<file path="config.mk">
export PLATFORM = sky130hd
export DESIGN_NAME = servo_stagger
export DESIGN_NICKNAME = d
export VERILOG_FILES = /design/src/rtl/servo_stagger_pkg.sv /design/src/rtl/servo_stagger_timebase.sv /design/src/rtl/servo_stagger_sched.sv /design/src/rtl/servo_stagger_outs.sv /design/src/rtl/servo_stagger.sv
export SDC_FILE = /design/constraint.sdc
export NUM_CORES = 1
export LEC_CHECK = 0
export ABC_AREA = 1
export BUFFER_PORTS_ARGS = -buffer_cell sky130_fd_sc_hd__buf_2
export CAP_MARGIN = 20
export CORE_MARGIN = 5
export CORE_UTILIZATION = 57
export CTS_CLUSTER_DIAMETER = 150
export DETAILED_ROUTE_END_ITERATION = 16
export PLACE_DENSITY = 0.78
export SYNTH_ARGS = -nofsm -noshare
export SYNTH_HDL_FRONTEND = slang
export SYNTH_SLANG_ARGS = --single-unit
</file>
<file path="constraint.sdc">
create_clock -name clk -period 42.8 [get_ports clk]
set_clock_uncertainty 0.2 [all_clocks]
set_input_delay 2.14 -clock clk [delete_from_list [all_inputs] [get_ports clk]]
set_output_delay 2.14 -clock clk [all_outputs]
set_load 0.03 [all_outputs]
</file>
<file path="src/rtl/servo_stagger_pkg.sv">
package servo_stagger_pkg;

    // Time inside a group, in microseconds; must cover MAX_WIDTH + stagger span.
    localparam int unsigned SLOT_TIME_W = 16;

    typedef logic [SLOT_TIME_W-1:0] slot_time_t;

    // Window of one slot relative to the start of its group.
    typedef struct packed {
        slot_time_t rise;
        slot_time_t fall;
    } slot_win_t;

    // Ordering used for the stagger: shorter first, lower index wins a tie.
    function automatic logic goes_first(input slot_time_t w_a, input int unsigned idx_a,
                                        input slot_time_t w_b, input int unsigned idx_b);
        return (w_a < w_b) || ((w_a == w_b) && (idx_a < idx_b));
    endfunction

    function automatic int unsigned group_period(input int unsigned max_w,
                                                 input int unsigned gsize,
                                                 input int unsigned stagger);
        return max_w + gsize * stagger;
    endfunction

endpackage

</file>
<file path="src/rtl/servo_stagger_timebase.sv">
module servo_stagger_timebase
    import servo_stagger_pkg::*;
#(
    parameter int unsigned FRAME_US        = 20000,
    parameter int unsigned GROUP_PERIOD_US = 2260,
    parameter int unsigned NUM_GROUPS      = 3,
    localparam int unsigned GRP_W = (NUM_GROUPS > 1) ? $clog2(NUM_GROUPS) : 1,
    localparam int unsigned FT_W  = $clog2(FRAME_US + 1)
) (
    input  logic             clk,
    input  logic             rst,
    input  logic             tick_us,
    output logic             grp_start,
    output logic [GRP_W-1:0] grp_next,
    output logic [GRP_W-1:0] grp_q,
    output slot_time_t       gt_q
);

    localparam logic [GRP_W-1:0] LAST_GRP = GRP_W'(NUM_GROUPS - 1);
    localparam slot_time_t       GP_T     = slot_time_t'(GROUP_PERIOD_US);
    localparam logic [FT_W-1:0]  FT_END   = FT_W'(FRAME_US);

    logic [FT_W-1:0] ft_q;
    logic            frame_go;
    logic            group_go;

    always_comb begin
        frame_go  = tick_us && (ft_q == FT_END);
        group_go  = tick_us && !frame_go && (gt_q == GP_T) && (grp_q != LAST_GRP);
        grp_start = frame_go || group_go;
        if (frame_go) begin
            grp_next = '0;
        end else if (group_go) begin
            grp_next = grp_q + GRP_W'(1);
        end else begin
            grp_next = grp_q;
        end
    end

    // Frame counter starts saturated so the first tick opens a frame.
    always_ff @(posedge clk) begin
        if (rst) begin
            ft_q  <= FT_END;
            gt_q  <= GP_T;
            grp_q <= LAST_GRP;
        end else if (tick_us) begin
            ft_q  <= frame_go ? '0 : ft_q + FT_W'(1);
            grp_q <= grp_next;
            if (grp_start) begin
                gt_q <= '0;
            end else if (gt_q != GP_T) begin
                gt_q <= gt_q + slot_time_t'(1);
            end
        end
    end

    AST_FRAME_AFTER_LAST: assert property (@(posedge clk) disable iff (rst)
        frame_go |-> (grp_q == LAST_GRP && gt_q == GP_T));

endmodule

</file>
<file path="src/rtl/servo_stagger_sched.sv">
module servo_stagger_sched
    import servo_stagger_pkg::*;
#(
    parameter int unsigned GROUP_SIZE = 6,
    parameter int unsigned WIDTH_W    = 12,
    parameter int unsigned STAGGER_US = 10,
    localparam int unsigned GRP_BITS  = GROUP_SIZE * WIDTH_W
) (
    input  logic                            clk,
    input  logic                            rst,
    input  logic                            load,
    input  logic [GRP_BITS-1:0]             grp_widths,
    output slot_win_t [GROUP_SIZE-1:0]      win_q,
    output slot_time_t                      last_fall_q
);

    slot_time_t                 width_t [GROUP_SIZE];
    slot_time_t                 rank    [GROUP_SIZE];
    slot_win_t [GROUP_SIZE-1:0] win_d;
    slot_time_t                 last_fall_d;
    logic                       rank_clash;

    generate
        for (genvar i = 0; i < GROUP_SIZE; i++) begin : g_unpack
            assign width_t[i] = slot_time_t'(grp_widths[i*WIDTH_W +: WIDTH_W]);
        end
    endgenerate

    // Rank = number of slots that go before this one.
    always_comb begin
        for (int unsigned i = 0; i < GROUP_SIZE; i++) begin
            rank[i] = '0;
            for (int unsigned j = 0; j < GROUP_SIZE; j++) begin
                if (j != i && goes_first(width_t[j], j, width_t[i], i)) begin
                    rank[i] = rank[i] + slot_time_t'(1);
                end
            end
        end
    end

    always_comb begin
        last_fall_d = '0;
        for (int unsigned i = 0; i < GROUP_SIZE; i++) begin
            win_d[i].rise = rank[i] * slot_time_t'(STAGGER_US);
            win_d[i].fall = win_d[i].rise + width_t[i];
            if (win_d[i].fall > last_fall_d) begin
                last_fall_d = win_d[i].fall;
            end
        end
    end

    always_ff @(posedge clk) begin
        if (rst) begin
            win_q       <= '0;
            last_fall_q <= '0;
        end else if (load) begin
            win_q       <= win_d;
            last_fall_q <= last_fall_d;
        end
    end

    always_comb begin
        rank_clash = 1'b0;
        for (int unsigned i = 0; i < GROUP_SIZE; i++) begin
            for (int unsigned j = i + 1; j < GROUP_SIZE; j++) begin
                if (rank[i] == rank[j]) rank_clash = 1'b1;
            end
        end
    end

    AST_RANK_UNIQUE: assert property (@(posedge clk) disable iff (rst)
        load |-> !rank_clash);

endmodule

</file>
<file path="src/rtl/servo_stagger_outs.sv">
module servo_stagger_outs
    import servo_stagger_pkg::*;
#(
    parameter int unsigned NUM_CH     = 18,
    parameter int unsigned GROUP_SIZE = 6,
    parameter int unsigned GRP_W      = 2
) (
    input  logic                       clk,
    input  logic                       rst,
    input  logic [GRP_W-1:0]           grp_q,
    input  slot_time_t                 gt_q,
    input  slot_win_t [GROUP_SIZE-1:0] win_q,
    input  slot_time_t                 last_fall_q,
    output logic [NUM_CH-1:0]          pulse_q,
    output logic                       busy_q
);

    logic [NUM_CH-1:0] hit;

    generate
        for (genvar ch = 0; ch < NUM_CH; ch++) begin : g_chan
            localparam int unsigned GRP  = ch / GROUP_SIZE;
            localparam int unsigned SLOT = ch % GROUP_SIZE;
            assign hit[ch] = (grp_q == GRP_W'(GRP))
                          && (gt_q >= win_q[SLOT].rise)
                          && (gt_q <  win_q[SLOT].fall);
        end
    endgenerate

    always_ff @(posedge clk) begin
        if (rst) begin
            pulse_q <= '0;
            busy_q  <= 1'b0;
        end else begin
            pulse_q <= hit;
            busy_q  <= (gt_q < last_fall_q);
        end
    end

endmodule

</file>
<file path="src/rtl/servo_stagger.sv">
module servo_stagger
    import servo_stagger_pkg::*;
#(
    parameter int unsigned NUM_CH       = 18,
    parameter int unsigned GROUP_SIZE   = 6,
    parameter int unsigned WIDTH_W      = 12,
    parameter int unsigned MAX_WIDTH_US = 2200,
    parameter int unsigned STAGGER_US   = 10,
    parameter int unsigned FRAME_US     = 20000
) (
    input  logic                      clk,
    input  logic                      rst,
    input  logic                      tick_us,
    input  logic [NUM_CH*WIDTH_W-1:0] widths_us,
    output logic [NUM_CH-1:0]         pulse_out,
    output logic                      busy
);

    localparam int unsigned NUM_GROUPS = NUM_CH / GROUP_SIZE;
    localparam int unsigned GRP_W      = (NUM_GROUPS > 1) ? $clog2(NUM_GROUPS) : 1;
    localparam int unsigned GRP_BITS   = GROUP_SIZE * WIDTH_W;
    localparam int unsigned GP_US      = group_period(MAX_WIDTH_US, GROUP_SIZE, STAGGER_US);

    logic                       grp_start;
    logic [GRP_W-1:0]           grp_next;
    logic [GRP_W-1:0]           grp_q;
    slot_time_t                 gt_q;
    logic [GRP_BITS-1:0]        grp_widths;
    slot_win_t [GROUP_SIZE-1:0] win_q;
    slot_time_t                 last_fall_q;

    servo_stagger_timebase #(
        .FRAME_US        (FRAME_US),
        .GROUP_PERIOD_US (GP_US),
        .NUM_GROUPS      (NUM_GROUPS)
    ) u_timebase (
        .clk       (clk),
        .rst       (rst),
        .tick_us   (tick_us),
        .grp_start (grp_start),
        .grp_next  (grp_next),
        .grp_q     (grp_q),
        .gt_q      (gt_q)
    );

    // Select the widths of the group about to start.
    always_comb begin
        grp_widths = '0;
        for (int unsigned g = 0; g < NUM_GROUPS; g++) begin
            if (grp_next == GRP_W'(g)) begin
                grp_widths = widths_us[g*GRP_BITS +: GRP_BITS];
            end
        end
    end

    servo_stagger_sched #(
        .GROUP_SIZE (GROUP_SIZE),
        .WIDTH_W    (WIDTH_W),
        .STAGGER_US (STAGGER_US)
    ) u_sched (
        .clk         (clk),
        .rst         (rst),
        .load        (grp_start),
        .grp_widths  (grp_widths),
        .win_q       (win_q),
        .last_fall_q (last_fall_q)
    );

    servo_stagger_outs #(
        .NUM_CH     (NUM_CH),
        .GROUP_SIZE (GROUP_SIZE),
        .GRP_W      (GRP_W)
    ) u_outs (
        .clk         (clk),
        .rst         (rst),
        .grp_q       (grp_q),
        .gt_q        (gt_q),
        .win_q       (win_q),
        .last_fall_q (last_fall_q),
        .pulse_q     (pulse_out),
        .busy_q      (busy)
    );

    logic [NUM_GROUPS-1:0] grp_any;

    generate
        for (genvar g = 0; g < NUM_GROUPS; g++) begin : g_any
            assign grp_any[g] = |pulse_out[g*GROUP_SIZE +: GROUP_SIZE];
        end
    endgenerate

    AST_ONE_GROUP_ACTIVE: assert property (@(posedge clk) disable iff (rst)
        $onehot0(grp_any));

    AST_SINGLE_RISE: assert property (@(posedge clk) disable iff (rst)
        $countones(pulse_out & ~$past(pulse_out)) <= 1);

    AST_BUSY_COVERS: assert property (@(posedge clk) disable iff (rst)
        (|pulse_out) |-> busy);

    AST_BUSY_DROPS_WITH_LAST: assert property (@(posedge clk) disable iff (rst)
        $fell(busy) |-> $fell(|pulse_out));

endmodule

</file>
After elaboration in Yosys (flattened, before gate mapping). Index checks and enable logic that the tools add are counted. Widths: inputs -> output; s select.

Flip-flop bits (word level): 254. Latch bits: 0. RAM bits: 0. Bits in read-only memories: 0. Input port bits: 219. Output and inout port bits: 19. Memories: 0.

Add/sub/neg operators: 33. Multipliers: 6. Divide/modulo/power cells: 0. $lt $le $gt $ge: 49. Equal/unequal tests: 23. Shift operators: 0. Mux-type cells: 44. Bitwise logic cells: 0. Reductions and logical operators: 61.

Operators with widths (number): $mux 16 (32); $add 16x1->16 const B (25); $lt 12x12->1 (30); $mux 72 (3); $eq 12x12->1 (15); $lt 16x16->1 (7); $add 16x12->16 (6); $ge 16x16->1 (6); $mul 16x3->15 const B (6); $gt 16x16->1 (5); $logic_and 1x1->1 (40); $eq 16x12->1 const B (1); $gt 16x1->1 const B (1); $logic_or 1x1->1 (16); $ne 16x12->1 const B (1); $add 15x1->15 const B (1); $eq 15x15->1 const B (1); $mux 15 (1); $mux 1 (6); $eq 2x1->1 const B (2); $eq 2x2->1 const B (2); $logic_not 2->1 (2); $mux 2 (2); $add 2x1->2 const B (1); other kinds (4) (4).

Logic depth before layout (Yosys ltp).
Depth after elaboration: 36. Depth in mapped cells: 119. Depth with buffers taken out: 113.

Hierarchy. From an unflattened synthesis, not the netlist that was laid out.

Cell total of the unflattened synthesis: 3643. Area, all modules: 24604.8 um^2.

By module, submodules not included: servo_stagger_sched (instances 1, cells an instance 2080, area an instance 15095.7 um^2); servo_stagger_outs (instances 1, cells an instance 915, area an instance 5760.5 um^2); servo_stagger_timebase (instances 1, cells an instance 320, area an instance 2006.9 um^2); servo_stagger (instances 1, cells an instance 328, area an instance 1741.7 um^2).

Worst setup path after synthesis. OpenSTA, ideal clock, no wires.

Path type: input to register. Start: input tick_us. End: register u_sched.last_fall_q[1]. Setup time: 0.070 ns. Arrival: 15.945 ns. Path slack: 26.585 ns. Stages: 99. Path through: clkbuf_1 > inv_1 > nor2_1 > inv_1 > o21ai_2 > a21oi_4 > nor2_4 > buf_4 > buf_6 > buf_2 > buf_1 > a221oi_1 > ha_1 > inv_1 > nor2_1 > nor2_1 > o21ai_0 > o21ai_0 > [63 not listed] > a21oi_1 > nor2_1 > nand2_1 > buf_2 > nand3_1 > and2_1 > ha_1 > nor2_1 > nor2_1 > o21a_1 > o221ai_1 > nand3_1 > nand2_1 > nand2_1 > clkbuf_1 > o21ai_0 > inv_1 > a21oi_1.

RTL lines: start, declared (line servo_stagger.sv:13) `input logic tick_us,`; end signal, assigned (line servo_stagger_sched.sv:58) `last_fall_q <= last_fall_d;`; end, declared (line servo_stagger_sched.sv:14) `output slot_time_t last_fall_q`.

==> flow_summary.toml <==
[clock_network]
cts_setup_buffers = 0
clock_sinks = 191
clk_transition_reported_paths_ps = 80
holdBufCountCts = 0
cts_buffers = 17
clockBufferDepth = 2
cts.repair.resized = 0
cts_htree_levels = 4
clk_latency_ps = 440
root_buffer = "clkbuf_16"
cts_tree = "done"

[global_routing]
grt_overflow = 0
grt_max_degree = 91
grt_pass1_vias = 21800
grt_pass1_wl_um = 119000
grtUsageTotal = 0.364
use_met3 = 0.0524
grt_util_met2 = 0.587
use_met1 = 0.473
antenna_found_initial = 0
top_usage_layer = "met2"

[setup_path]
worst-endpoint-arrival_ps = 20220
critPathKind = "input pin to register"
crit_path_end_kind = "register"
r2r-start = "u_timebase.gt_q[1]$_SDFFE_PP0P_"
cpPeakStageDelay_ps = 730
crit_start = "tick_us"
crit_path_frequent_cell = "nand2_1"
path_max_fanout = 49
start_kind = "input pin"
crit_slowest_cell = "a21oi_1"
required_ps = 42980

[floorplan]
rows = 71
die_h_um = 205
io_pins = 238
coreArea_um2 = 37500
initial_core_util = 0.575
die_w_um = 205
dieArea_um2 = 41800

[timing]
rsz0062_at_grt = "false"
slew_viol_final = 0
final.setup.tns_ps = 0
maxSlewHeadroom = 0.244
worst_pin_slew_ps = 1130
holdWs_ps = 248
min_period_ps = 20040
fmax_ghz = 0.0499
setup_viol = 0
period_share = 0.468
hold_viol = 0

[placed_design]
place_inst = 3794
gp_congestion = 1.04
port_buffers = 237
hpwl_um = 63200
placed_area_um2 = 23400

[logic_synthesis]
async_flop_share = 0
synthesis.area_um2 = 21600
yosysWarnings = 0
synth_top_area_cell = "ha_1"
synthCells = 3071
yosysTopAreaCellShare = 0.281
synth_area_leaders = "ha_1 (28%), dfxtp_1 (18%), nand2_1 (10%)"
yosysSeqAreaShare = 0.177
synth_edf_count = 0
ys_types = 68
ys.flop_type = "dfxtp_1"
yosys_register_bits = 191
avgSynthCellArea_um2 = 7.02

[detailed_routing]
ant_nets = 0
route.detailed.drc = 0
drt_iter0_markers = 2076
vias = 22600
viasPerCell = 5.91
wire_per_inst_um = 20.3
routed_wl_um = 77700
drt_pre_antenna_iters = 6

[cells_and_area]
final_nets = 4018
layout.cells.non_filler = 3826
antenna_cells = 0
mostFrequentLayoutCells = "nand2_1 (586), inv_1 (507), ha_1 (485)"
area_growth_pct = 11.3
final_common_cell = "nand2_1"
final_area_um2 = 24000
drive_gt1_frac = 0.121

[min_path]
hp-class = "register to register"
min_from = "u_sched.win_q[56]$_SDFFE_PP0N_"

[flow_run]
maxCapViolCount = 0

[outcome]
status = "complete, no violations"
final cells by class:
cell class / count / area [um^2]
inverters: 531 / 2000
well taps: 511 / 639
clock buffers: 18 / 439
repair buffers: 268 / 1420
flip-flops and latches: 191 / 3820
multi-input cells: 2293 / 15500
fillers: 3448 / 13500
clock inverters: 14 / 178
final timing paths:
check,to,slack (ps),cells after the start
worst max register to register,u_sched.last_fall_q[3]$_SDFFE_PP0N_,22990,94
worst min register to register,u_sched.win_q[56]$_SDFFE_PP0N_,250,2
worst max-delay path,u_sched.last_fall_q[3]$_SDFFE_PP0N_,22760,91
worst min-delay path,u_sched.win_q[56]$_SDFFE_PP0N_,250,2
layer usage:
layer  wire length, um  vias to the layer above
li1                  -                    10800
met1             31800                    10300
met2             33900                     1209
met3              7200                      255
met4              4790                        0
met5                 0                        -
logic make-up (layout without fill, tap and decap cells):
kind of cell,after synthesis,in the layout,share of synthesized area
AOI/OAI and AO/OA,642,642,0.179
other,1,12,0.000174
muxes,2,2,0.00104
xor gates and xnor gates,63,63,0.0259
adders and majority gates,497,497,0.292
DFF,191,191,0.177
buffers and inverters,598,831,0.106
and+or+nand+nor,1077,1077,0.218
worst max-delay path: cells and delay by family:
| family | cells | cell delay, ps |
|---|---|---|
| AO/OA/AOI/OAI | 18 | 4060 |
| XOR/XNOR | 2 | 470 |
| adder cells (fa/ha/maj) | 13 | 3720 |
| buffers and inverters | 18 | 2680 |
| AND/OR/NAND/NOR | 40 | 7000 |
Yosys cell counts (all sizes together), types with 4 or more instances:
cell type	instances
or2	17
ha	485
buf	25
a21oi	247
nand4	54
a211oi	14
inv	529
a221o	4
a22oi	10
o22ai	75
fa	12
a31oi	11
and2	11
o221ai	5
nor2	190
a22o	9
nor3	33
o21ai	169
a2111oi	7
a21o	8
nand2	606
nor4	7
nand3	151
a21boi	8
o21a	11
dfxtp	191
clkbuf	42
xor2	60
o21bai	13
o211ai	23
a221oi	19
flip-flops by register name, indices dropped and copies added (netlist names):
name,count
u_outs.busy_q,1
u_outs.pulse_q,18
u_sched.last_fall_q,13
u_sched.win_q,126
u_timebase.ft_q,15
u_timebase.grp_q,2
u_timebase.gt_q,16
through the flow:
step	setup slack (ps)	utilization
after floorplan	26590	-
after global placement	23330	0.624
after detailed placement	22750	0.624
after CTS	23120	0.640
after global routing	21040	0.640
final	22760	0.640
Power is not shown: default switching activity piles up to over one toggle a cycle in this logic, so the estimate is an artifact.
